$ cat src/rtl/wuc_pkg.sv
`timescale 1ns/1ps
package wuc_pkg;
  typedef enum logic [2:0] {
    S_IDLE, S_MISS, S_PSTART, S_EMIT, S_STALE, S_WAIT
  } wuc_state_e;

  localparam logic [1:0] KIND_UPD = 2'b01;
  localparam logic [1:0] KIND_INV = 2'b10;
endpackage

$ cat src/rtl/wuc_rst_sync.sv
`timescale 1ns/1ps
module wuc_rst_sync (
  input  logic clk,
  input  logic rst_n,
  output logic rst_n_sync
);
  logic [1:0] sh_q;
  always_ff @(posedge clk or negedge rst_n) begin
    if (!rst_n) sh_q <= 2'b00;
    else        sh_q <= {sh_q[0], 1'b1};
  end
  assign rst_n_sync = sh_q[1];
endmodule

$ cat src/rtl/wuc_first_set.sv
`timescale 1ns/1ps
module wuc_first_set #(
  parameter int W = 8,
  localparam int IW = (W > 1) ? $clog2(W) : 1
) (
  input  logic [W-1:0]  vec,
  output logic          found,
  output logic [IW-1:0] idx
);
  always_comb begin
    found = |vec;
    idx   = '0;
    for (int i = W - 1; i >= 0; i--) begin
      if (vec[i]) idx = IW'(i);
    end
  end
endmodule

$ cat src/rtl/wuc_ack_ctr.sv
`timescale 1ns/1ps
module wuc_ack_ctr #(
  parameter int W = 6
) (
  input  logic clk,
  input  logic rst_n,
  input  logic inc,
  input  logic dec,
  output logic zero
);
  logic [W-1:0] cnt_q, cnt_d;
  always_comb begin
    cnt_d = cnt_q;
    if (inc && !dec)                     cnt_d = cnt_q + 1'b1;
    else if (dec && !inc && cnt_q != '0) cnt_d = cnt_q - 1'b1;
  end
  always_ff @(posedge clk or negedge rst_n) begin
    if (!rst_n) cnt_q <= '0;
    else        cnt_q <= cnt_d;
  end
  assign zero = (cnt_q == '0);
endmodule

$ cat src/rtl/wupd_combiner.sv
`timescale 1ns/1ps
module wupd_combiner
  import wuc_pkg::*;
#(
  parameter int NLINES    = 8,
  parameter int WORDS     = 8,
  parameter int NODES     = 4,
  parameter int WORD_W    = 32,
  parameter int PAY_WORDS = 32,
  parameter int AGE_LIM   = 2,
  parameter int OUT_W     = 6,
  localparam int LINE_W = $clog2(NLINES),
  localparam int WIX_W  = $clog2(WORDS),
  localparam int NODE_W = $clog2(NODES)
) (
  input  logic              clk,
  input  logic              rst_n,
  input  logic              acc_valid,
  input  logic              acc_write,
  input  logic [LINE_W-1:0] acc_line,
  input  logic [WIX_W-1:0]  acc_word,
  output logic              acc_ready,
  output logic              miss_valid,
  output logic [LINE_W-1:0] miss_line,
  input  logic              fill_valid,
  input  logic [NODE_W-1:0] fill_home,
  input  logic              rel_req,
  output logic              rel_done,
  output logic [LINE_W-1:0] dat_line,
  output logic [WIX_W-1:0]  dat_word,
  input  logic [WORD_W-1:0] dat_rdata,
  output logic              pkt_valid,
  input  logic              pkt_ready,
  output logic [WORD_W-1:0] pkt_word,
  output logic              pkt_first,
  output logic              pkt_last,
  output logic [NODE_W-1:0] pkt_dest,
  input  logic              ack_valid
);
  localparam int CNT_W = $clog2(PAY_WORDS + 1);
  localparam int AGE_W = $clog2(AGE_LIM + 1);

  function automatic int popc(input logic [WORDS-1:0] v);
    int n;
    n = 0;
    for (int i = 0; i < WORDS; i++) n += int'(v[i]);
    return n;
  endfunction

  function automatic logic [WORD_W-1:0] mk_hdr(input logic [1:0] kind,
                                               input logic [LINE_W-1:0] ln,
                                               input logic [WORDS-1:0] bm);
    logic [WORD_W-1:0] h;
    h = '0;
    h[WORD_W-1 -: 2]    = kind;
    h[WORDS +: LINE_W]  = ln;
    h[WORDS-1:0]        = bm;
    return h;
  endfunction

  logic rst_s;
  wuc_rst_sync u_rst (.clk(clk), .rst_n(rst_n), .rst_n_sync(rst_s));

  // state registers
  wuc_state_e        st_q, st_d;
  logic [NODE_W-1:0] dest_q, dest_d;
  logic [LINE_W-1:0] cur_q, cur_d;
  logic [WORDS-1:0]  rem_q, rem_d;
  logic              hdr_q, hdr_d;
  logic [CNT_W-1:0]  used_q, used_d;
  logic [LINE_W-1:0] stl_q, stl_d;
  logic [LINE_W-1:0] mline_q, mline_d;

  logic [NLINES-1:0] vld_q, vld_d, refd_q, refd_d;
  logic [NODE_W-1:0] home_q  [NLINES];
  logic [NODE_W-1:0] home_d  [NLINES];
  logic [WORDS-1:0]  dirty_q [NLINES];
  logic [WORDS-1:0]  dirty_d [NLINES];
  logic [AGE_W-1:0]  age_q   [NLINES];
  logic [AGE_W-1:0]  age_d   [NLINES];

  // candidate search
  logic [NLINES-1:0] hit_any, hit_aft;
  logic              any_found, aft_found, wix_found;
  logic [LINE_W-1:0] any_idx, aft_idx;
  logic [WIX_W-1:0]  wix;

  for (genvar g = 0; g < NLINES; g++) begin : g_cand
    assign hit_any[g] = vld_q[g] && (|dirty_q[g]) && (home_q[g] == dest_q);
    assign hit_aft[g] = hit_any[g] && (LINE_W'(g) > cur_q);
  end

  wuc_first_set #(.W(NLINES)) u_any (.vec(hit_any), .found(any_found), .idx(any_idx));
  wuc_first_set #(.W(NLINES)) u_aft (.vec(hit_aft), .found(aft_found), .idx(aft_idx));
  wuc_first_set #(.W(WORDS))  u_wrd (.vec(rem_q),   .found(wix_found), .idx(wix));

  logic inc, out_zero;
  wuc_ack_ctr #(.W(OUT_W)) u_ack (
    .clk(clk), .rst_n(rst_s), .inc(inc), .dec(ack_valid), .zero(out_zero)
  );

  int  size_cur;
  logic cont, upd_end, stale;

  assign dat_line   = cur_q;
  assign dat_word   = wix;
  assign miss_valid = (st_q == S_MISS);
  assign miss_line  = mline_q;

  always_comb begin
    size_cur = 1 + popc(dirty_q[cur_q]);
    cont     = aft_found &&
               (int'(used_q) + size_cur + 1 + popc(dirty_q[aft_idx]) <= PAY_WORDS);
    upd_end  = !hdr_q && wix_found && $onehot(rem_q);
    stale    = vld_q[stl_q] && !refd_q[stl_q] &&
               (age_q[stl_q] == AGE_W'(AGE_LIM - 1));
  end

  always_comb begin
    st_d = st_q; dest_d = dest_q; cur_d = cur_q; rem_d = rem_q; hdr_d = hdr_q;
    used_d = used_q; stl_d = stl_q; mline_d = mline_q;
    vld_d = vld_q; refd_d = refd_q; home_d = home_q; dirty_d = dirty_q; age_d = age_q;
    acc_ready = 1'b0; rel_done = 1'b0; inc = 1'b0;
    pkt_valid = 1'b0; pkt_word = '0; pkt_first = 1'b0; pkt_last = 1'b0; pkt_dest = dest_q;
    unique case (st_q)
      S_IDLE: begin
        if (rel_req) begin
          st_d = S_PSTART; dest_d = '0;
        end else if (acc_valid) begin
          if (vld_q[acc_line]) begin
            acc_ready = 1'b1;
            refd_d[acc_line] = 1'b1;
            if (acc_write) dirty_d[acc_line][acc_word] = 1'b1;
          end else begin
            st_d = S_MISS; mline_d = acc_line;
          end
        end
      end
      S_MISS: begin
        if (fill_valid) begin
          acc_ready = 1'b1;
          vld_d[mline_q]   = 1'b1;
          refd_d[mline_q]  = 1'b1;
          home_d[mline_q]  = fill_home;
          age_d[mline_q]   = '0;
          dirty_d[mline_q] = '0;
          if (acc_write) dirty_d[mline_q][acc_word] = 1'b1;
          st_d = S_IDLE;
        end
      end
      S_PSTART: begin
        if (any_found) begin
          cur_d = any_idx; hdr_d = 1'b1; used_d = '0; st_d = S_EMIT;
        end else if (dest_q == NODE_W'(NODES - 1)) begin
          st_d = S_STALE; stl_d = '0;
        end else begin
          dest_d = dest_q + 1'b1;
        end
      end
      S_EMIT: begin
        pkt_valid = 1'b1;
        pkt_first = hdr_q && (used_q == '0);
        pkt_word  = hdr_q ? mk_hdr(KIND_UPD, cur_q, dirty_q[cur_q]) : dat_rdata;
        pkt_last  = upd_end && !cont;
        if (pkt_ready) begin
          if (hdr_q) begin
            hdr_d = 1'b0; rem_d = dirty_q[cur_q];
          end else begin
            rem_d[wix] = 1'b0;
            if (upd_end) begin
              dirty_d[cur_q] = '0;
              if (cont) begin
                cur_d  = aft_idx;
                used_d = CNT_W'(int'(used_q) + size_cur);
                hdr_d  = 1'b1;
              end else begin
                inc  = 1'b1;
                st_d = S_PSTART;
              end
            end
          end
        end
      end
      S_STALE: begin
        if (stale) begin
          pkt_valid = 1'b1; pkt_first = 1'b1; pkt_last = 1'b1;
          pkt_dest  = home_q[stl_q];
          pkt_word  = mk_hdr(KIND_INV, stl_q, dirty_q[stl_q]);
        end
        if (!stale || pkt_ready) begin
          if (stale) begin
            vld_d[stl_q] = 1'b0; age_d[stl_q] = '0; inc = 1'b1;
          end else if (vld_q[stl_q]) begin
            age_d[stl_q] = refd_q[stl_q] ? '0 : age_q[stl_q] + 1'b1;
          end
          refd_d[stl_q] = 1'b0;
          if (stl_q == LINE_W'(NLINES - 1)) st_d = S_WAIT;
          else                               stl_d = stl_q + 1'b1;
        end
      end
      S_WAIT: begin
        if (out_zero) begin
          rel_done = 1'b1; st_d = S_IDLE;
        end
      end
      default: st_d = S_IDLE;
    endcase
  end

  always_ff @(posedge clk or negedge rst_s) begin
    if (!rst_s) begin
      st_q <= S_IDLE; dest_q <= '0; cur_q <= '0; rem_q <= '0; hdr_q <= 1'b0;
      used_q <= '0; stl_q <= '0; mline_q <= '0; vld_q <= '0; refd_q <= '0;
      for (int i = 0; i < NLINES; i++) begin
        home_q[i] <= '0; dirty_q[i] <= '0; age_q[i] <= '0;
      end
    end else begin
      st_q <= st_d; dest_q <= dest_d; cur_q <= cur_d; rem_q <= rem_d; hdr_q <= hdr_d;
      used_q <= used_d; stl_q <= stl_d; mline_q <= mline_d; vld_q <= vld_d; refd_q <= refd_d;
      home_q <= home_d; dirty_q <= dirty_d; age_q <= age_d;
    end
  end
endmodule

$ cat config.mk
export PLATFORM = sky130hd
export DESIGN_NAME = wupd_combiner
export DESIGN_NICKNAME = d
export VERILOG_FILES = /design/src/rtl/wuc_pkg.sv /design/src/rtl/wuc_rst_sync.sv /design/src/rtl/wuc_first_set.sv /design/src/rtl/wuc_ack_ctr.sv /design/src/rtl/wupd_combiner.sv
export SDC_FILE = /design/constraint.sdc
export NUM_CORES = 1
export LEC_CHECK = 0
export BUFFER_PORTS_ARGS = -buffer_cell sky130_fd_sc_hd__buf_2
export CAP_MARGIN = 40
export CORE_MARGIN = 2
export CORE_UTILIZATION = 50
export CTS_BUF_LIST = sky130_fd_sc_hd__clkbuf_16
export CTS_CLUSTER_SIZE = 30
export DETAILED_ROUTE_END_ITERATION = 12
export HOLD_SLACK_MARGIN = 0.05
export PLACE_DENSITY = 0.69
export RECOVER_POWER = 100
export SETUP_SLACK_MARGIN = 0.4
export SKIP_CTS_REPAIR_TIMING = 1
export SYNTH_ARGS = -nofsm -noshare
export SYNTH_HDL_FRONTEND = slang
export SYNTH_HIERARCHICAL = 1
export SYNTH_SLANG_ARGS = --single-unit
$ cat constraint.sdc
create_clock -name clk -period 13.95 [get_ports clk]
set_input_delay 0.6975 -clock clk [delete_from_list [all_inputs] [get_ports clk]]
set_output_delay 0.6975 -clock clk [all_outputs]
set_load 0.05 [all_outputs]
==> results by group, run 1 <==
Clocking
  • Clock latency on the worst-skew pair: 0.44 ns
  • Root buffer cell: clkbuf_16
  • Maximum clock path buffer count: 2
  • CTS Sinks: 149
  • Clk slew on worst S/H paths: 0.08 ns
  • Htree depth: 4
  • Cts bufs inserted: 17
  • TritonCTS clock tree: built

Worst setup path
  • R2r setup slk: 2.80 ns
  • Slowest CP cell: clkbuf_1
  • Startpoint types: flop
  • Crit path capture: u_ack/cnt_q[5]
  • Worst path max stage delay: 1.41 ns
  • Most frequent CP cell: fa_1
  • Setup crit end kind: flop
  • Reg2reg end: u_ack/cnt_q[5]
  • Crit path launch: dat_line[2]
  • CP Data Required Time: 14.27 ns
  • R2R cell count: 30
  • Critical Path Fanout Max: 39
  • Crit Path Category: flop to flop
  • Worst r2r src: dat_line[2]
  • Worst endpoint data arrival time: 11.47 ns

Floorplan
  • Die Ht: 152 um
  • Die area: 23200 um2
  • Die width: 152 um
  • I/O pin count: 97
  • Starting Density: 50.6%
  • Row Count: 54
  • Core Area: 21700 um2

Pwr
  • Max IR drop VDD: 0.214 mV
  • Leakage: 5.09 nW
  • PD cells: 292 nW/um2
  • Final total power: 3.53 mW

Timing
  • Final setup viols: 0
  • Layout Skew: 0.0138 ns
  • WHS: 0.352 ns
  • Slew Viols, Final: 261
  • RSZ-0062 raised after global routing: no
  • Min Tclk post-route: 11.15 ns
  • Final Cycle Share: 79.9%
  • Total negative slack: 0 ns
  • Max Fclk: 89.7 MHz
  • Slew headroom: -107%
  • Fin worst setup slack: 2.80 ns
  • Worst-margin pin slew: 3.10 ns
  • Final Hold Fails: 0

Drt
  • Iter 0 DRT Violations: 1253
  • Via count: 10700
  • Final ANT Viol Nets: 0
  • DR pass1 iterations: 8
  • DRC Markers: 0
  • WL met2: 17600 um
  • Top layer reached by signal wires: met4
  • Wl on met1: 15500 um
  • DR WL/cell: 24.1 um
  • Vias/cell: 6.60
  • Detailed Route WL: 38900 um
  • Met3 Wirelength: 3700 um

Global route
  • Largest net degree at the start of global routing: 60
  • Grt ovf: 0
  • Vias in the first global route: 10200
  • GRT Overall Usage: 33.6%
  • Antenna violations before repair: 0
  • First-pass GRT wire length: 60700 um

Placed design
  • # port buffers: 96
  • Dpl hpwl: 28400 um
  • Inst Count DP: 1582
  • Placer Congestion: 1.04
  • Placement Cell Area: 11700 um2
  • Place WS: 4.95 ns

Final layout
  • Final core occ: 55.8%
  • Footprint of the multi-input gates: 6670 um2
  • Final design area excluding fillers: 12100 um2
  • Post-layout nets: 1410
  • Ant. Diodes: 0
  • Sequential cell area: 3730 um2
  • Layout cell share with drive strength beyond 1: 12.7%
  • Filler cells: 1992
  • Final non-filler cell total: 1615
  • Area delta synth->final: 10.3%

Synthesis
  • Area contributors post-synth: dfrtp_1 (34%), o21ai_0 (6.4%), nand2_1 (6.2%)
  • Syn Std Cell Area: 11000 um2
  • Syn avg cell area: 8.75 um2
  • FFs w/ async S/R, synth: 100%
  • Top-area cell type share of the netlist area: 34.0%
  • Post-synth EDFFs: 0
  • Seq cells post-synth: 149
  • Yosys warns: 6
  • Register area share after synthesis: 34.0%
  • Count leader, synth: nand2_1
  • Area leader, netlist: dfrtp_1
  • Top FF cell, synth: dfrtp_1
  • Distinct cells, synth: 77
  • Top post-synthesis cells by count: nand2_1 (181), dfrtp_1 (149), o21ai_0 (141)
  • Synth Instances: 1254

Hold path
  • Hold WC Path Type: flop to flop
  • Worst hold path cell count: 0

Run status
  • Failing checks: capacitance limit, slew limit
  • Outcome: complete, but fails checks

Flow run
  • Max-Cap Viols: 6
==> layout make-up <==
cell class                      instances  share of cell area, %
Timing Repair Buffer                  116                   4.43
Multi-Input combinational cell        978                   55.1
Inverter                               60                   1.86
Sequential cell                       149                   30.8
Tap cell                              280                   2.89
Clock inverter                         15                   1.40
Clock buffer                           17                   3.51
==> worst min path at each step <==
| stage | start | to | slack [ns] |
|---|---|---|---|
| final | u_rst/sh_q[0] | u_rst/sh_q[1] | 0.35 |
| after detailed placement | u_rst/sh_q[1] | miss_line[1] | 0.31 |
| after floorplan | u_rst/sh_q[0] | u_rst/sh_q[1] | 0.33 |
| after global placement | u_rst/sh_q[1] | miss_line[1] | 0.31 |
| after global routing | u_rst/sh_q[0] | u_rst/sh_q[1] | 0.37 |
| after CTS | rst_n | u_rst/sh_q[1] | 0.03 |
==> cells in the final DEF (no fill, tap or decap), types with 16 or more instances in the layout <==
cell / count
nand2_1: 181
o21ai_0: 149
dfrtp_1: 149
nor2_1: 89
inv_1: 59
clkbuf_1: 59
buf_2: 49
o22ai_1: 42
a21oi_1: 41
mux2_2: 40
mux2i_1: 39
and2_1: 30
nand3_1: 27
ha_1: 25
mux4_2: 23
xnor2_1: 23
nor3_1: 20
nor4_1: 20
clkbuf_16: 17
o2bb2ai_1: 16
==> flip-flops by register name (all words and copies together), names as in the netlist <==
register	cells
rem_q	8
miss_line	3
dat_line	3
age_q	16
u_rst/sh_q	2
used_q	6
dirty_q	64
hdr_q	1
vld_q	8
u_ack/cnt_q	6
st_q	3
refd_q	8
home_q	16
dest_q	2
stl_q	3
==> where the power goes <==
group	switching, mW	internal (mW)	total (mW)
registers	0.276	0.584	0.860
clock network	0.220	0.255	0.475
logic	1.32	0.874	2.20
total	1.82	1.71	3.53
==> per-layer routing <==
layer | vias up | track usage [%]
li1 | 4699 | -
met1 | 5155 | 45.8
met2 | 657 | 51.9
met3 | 152 | 7.14
met4 | 0 | 15.5
met5 | - | 0
==> worst max-delay path: cells and delay by family (launching register included) <==
kind / cells / cell delay, ns
fa+ha+maj: 7 / 3.08
buf+inv: 4 / 2.41
simple gates: 7 / 1.97
compound gates: 8 / 1.95
mux: 3 / 1.08
flops: 1 / 0.33
xor+xnor: 1 / 0.17
==> logic make-up after synthesis <==
logic type | share of synthesized area, %
AO/OA/AOI/OAI | 21.1
multiplexers | 13.5
adder cells (fa/ha/maj) | 5.58
AND/OR/NAND/NOR | 19.2
flip-flops | 34.0
XOR/XNOR | 2.07
buffers and inverters | 4.59
other | 0.0684
(Power assumes the default switching activity.)
==> run 2, diff against run 1 <==
clock period = 10.85 ns   (was 13.95 ns; I/O delays follow)
==> run 2 against run 1 <==
Compared with the run above:
- the flow still finishes with violations (capacitance limit, slew limit)
- first-iteration DRC count up 11%
- cell count barely moved
- critical path type unchanged
- die area unchanged
- non-clock buffer count did not move
- highest routed layer unchanged
- flip-flop and latch count stayed put
- largest power group unchanged
- power is 31% higher
- cell area up 0.33%
- via count rose by 1.4%
- wire length rose by 2.2%
- combinational power is 29% higher
==> results by group, run 2 (synthesized netlist as in run 1, its figures left out) <==
Run status
  • Outcome: complete, but fails checks
  • Failing checks: capacitance limit, slew limit

Clocking
  • Clock latency on the worst-skew pair: 0.45 ns
  • TritonCTS clock tree: built
  • Root buffer cell: clkbuf_16
  • Maximum clock path buffer count: 2
  • Cts bufs inserted: 17
  • Htree depth: 4
  • CTS Sinks: 149
  • Clk slew on worst S/H paths: 0.07 ns

Pwr
  • Part of the power in the clock network: 14.3%
  • Switching share of power: 51.2%
  • Cell Int Power: 2.25 mW
  • Leakage: 5.12 nW
  • Sequential share of power: 24.1%
  • Net Sw Power: 2.36 mW
  • PD cells: 380 nW/um2
  • Comb pwr share: 61.6%
  • Max IR drop VDD: 0.376 mV

Final layout
  • Area delta synth->final: 10.6%
  • Final non-filler cell total: 1616
  • Post-layout nets: 1410
  • Biggest register: dirty_q
  • Biggest regs: dirty_q (64), age_q (16), home_q (16)
  • Most frequent cells in the layout: nand2_1 (181), o21ai_0 (149), dfrtp_1 (149), nor2_1 (89), inv_1 (58)
  • Commonest non-fill, non-tap cell in the layout: nand2_1
  • Layout cell share with drive strength beyond 1: 13.0%
  • Final core occ: 56.0%
  • Max FFs per register: 64
  • Final design area excluding fillers: 12100 um2

Drt
  • Detailed Route WL: 39800 um
  • Via count: 10800
  • Vias/cell: 6.69
  • DR pass1 iterations: 7
  • Final ANT Viol Nets: 0
  • DR WL/cell: 24.6 um
  • Iter 0 DRT Violations: 1391
  • DRC Markers: 0

Worst setup path
  • Slowest CP cell: nor4_1
  • R2r setup slk: 1.44 ns
  • Reg2reg end: u_ack/cnt_q[5]
  • Startpoint types: flop
  • Worst path max stage delay: 0.66 ns
  • CP Data Required Time: 11.16 ns
  • R2R cell count: 30
  • Most frequent CP cell: fa_1
  • Worst r2r src: dirty_q[49]
  • Critical Path Fanout Max: 17
  • Worst endpoint data arrival time: 9.72 ns
  • Setup crit end kind: flop
  • Crit Path Category: flop to flop

Flow run
  • Max-Cap Viols: 3

Global route
  • Largest net degree at the start of global routing: 65
  • First-pass GRT wire length: 61400 um
  • Vias in the first global route: 10300
  • Antenna violations before repair: 1
  • Grt ovf: 0
  • GRT Overall Usage: 34.0%

Placed design
  • Inst Count DP: 1582
  • Placer Congestion: 1.06
  • # port buffers: 96
  • Placement Cell Area: 11700 um2
  • Dpl hpwl: 29100 um

Timing
  • Min Tclk post-route: 9.41 ns
  • Slew headroom: -138%
  • Max Fclk: 106 MHz
  • Worst-margin pin slew: 3.56 ns
  • Layout Skew: 0.0233 ns
  • RSZ-0062 raised after global routing: no
  • Final Cycle Share: 86.7%
  • Final setup viols: 0
  • Slew Viols, Final: 150
  • Total negative slack: 0 ns
  • Final Hold Fails: 0
  • WHS: 0.352 ns

Hold path
  • Worst hold path cell count: 0
  • Hold endpoint: u_rst/sh_q[1]
  • Hold path startpoint: u_rst/sh_q[0]
  • Hold WC Path Type: flop to flop

Floorplan
  • I/O pin count: 97
  • Die Ht: 152 um
  • Die width: 152 um
  • Starting Density: 50.6%
  • Die area: 23200 um2
  • Core Area: 21700 um2
  • Row Count: 54
-- run 2: cell count changes in the layout (fill, tap and decap cells not counted), sizes merged --
cell,change
clkinv,-1
clkinvlp,-1
bufinv,+2
buf,+4
diode,+1
clkbuf,-4
-- run 2: how the worst max path moves through the flow --
stage,start,to,slack [ns],cells past startpoint
6_report,dirty_q[49],u_ack/cnt_q[5],1.44,30
5_1_grt,dest_q[0],u_ack/cnt_q[5],0.83,31
4_1_cts,dirty_q[49],u_ack/cnt_q[5],1.73,30
3_5_place_dp,dirty_q[49],u_ack/cnt_q[5],1.75,30
3_3_place_gp,dirty_q[49],u_ack/cnt_q[5],1.96,30
2_1_floorplan,dat_line[2],u_ack/cnt_q[5],1.21,31
-- run 2: per-layer routing --
| layer | part of all wire [%] | vias to the layer above | global-route usage (%) | routed length [um] |
|---|---|---|---|---|
| met1 | 39 | 5202 | 45.6 | 15500 |
| met2 | 45 | 717 | 51.8 | 17800 |
| met4 | 5.8 | 0 | 17.6 | 2310 |
| met5 | 0 | - | 0 | 0 |
| li1 | - | 4702 | - | - |
| met3 | 10 | 189 | 7.99 | 4180 |
-- run 2: critical path, delay by kind of cell, from the launching register on --
kind                     cells  cell delay [ns]
XOR/XNOR                     1             0.17
flip-flops                   1             0.46
multiplexers                 3             1.02
AND/OR/NAND/NOR              7             2.00
AO/OA/AOI/OAI                9             2.10
adder cells (fa/ha/maj)      7             3.10
buffers and inverters        3             0.41
-- run 2: area by class of cell --
| cell class | instances | area [um2] |
|---|---|---|
| antenna | 1 | 2.50 |
| clock buffer | 17 | 425 |
| clock inverter | 15 | 210 |
| fill | 2012 | 9540 |
| inverter | 60 | 225 |
| multi-input combinational | 978 | 6670 |
| sequential | 149 | 3730 |
| tap | 280 | 350 |
| timing repair buffer | 116 | 537 |
-- run 2: stage by stage --
step	setup WS (ns)	power (mW)
detailed placement	1.75	3.93
global route	0.828	4.95
CTS	1.73	4.61
global placement	1.96	3.86
finish	1.44	4.61
floorplan	1.21	3.14
-- run 2: power by group through the flow --
stage / Clock [mW] / Combinational, mW / Sequential, mW
after floorplan: 0 / 2.19 / 0.952
after global placement: 0 / 2.76 / 1.09
after detailed placement: 0 / 2.84 / 1.09
after CTS: 0.661 / 2.86 / 1.08
after global routing: 0.683 / 3.14 / 1.12
final: 0.660 / 2.84 / 1.11
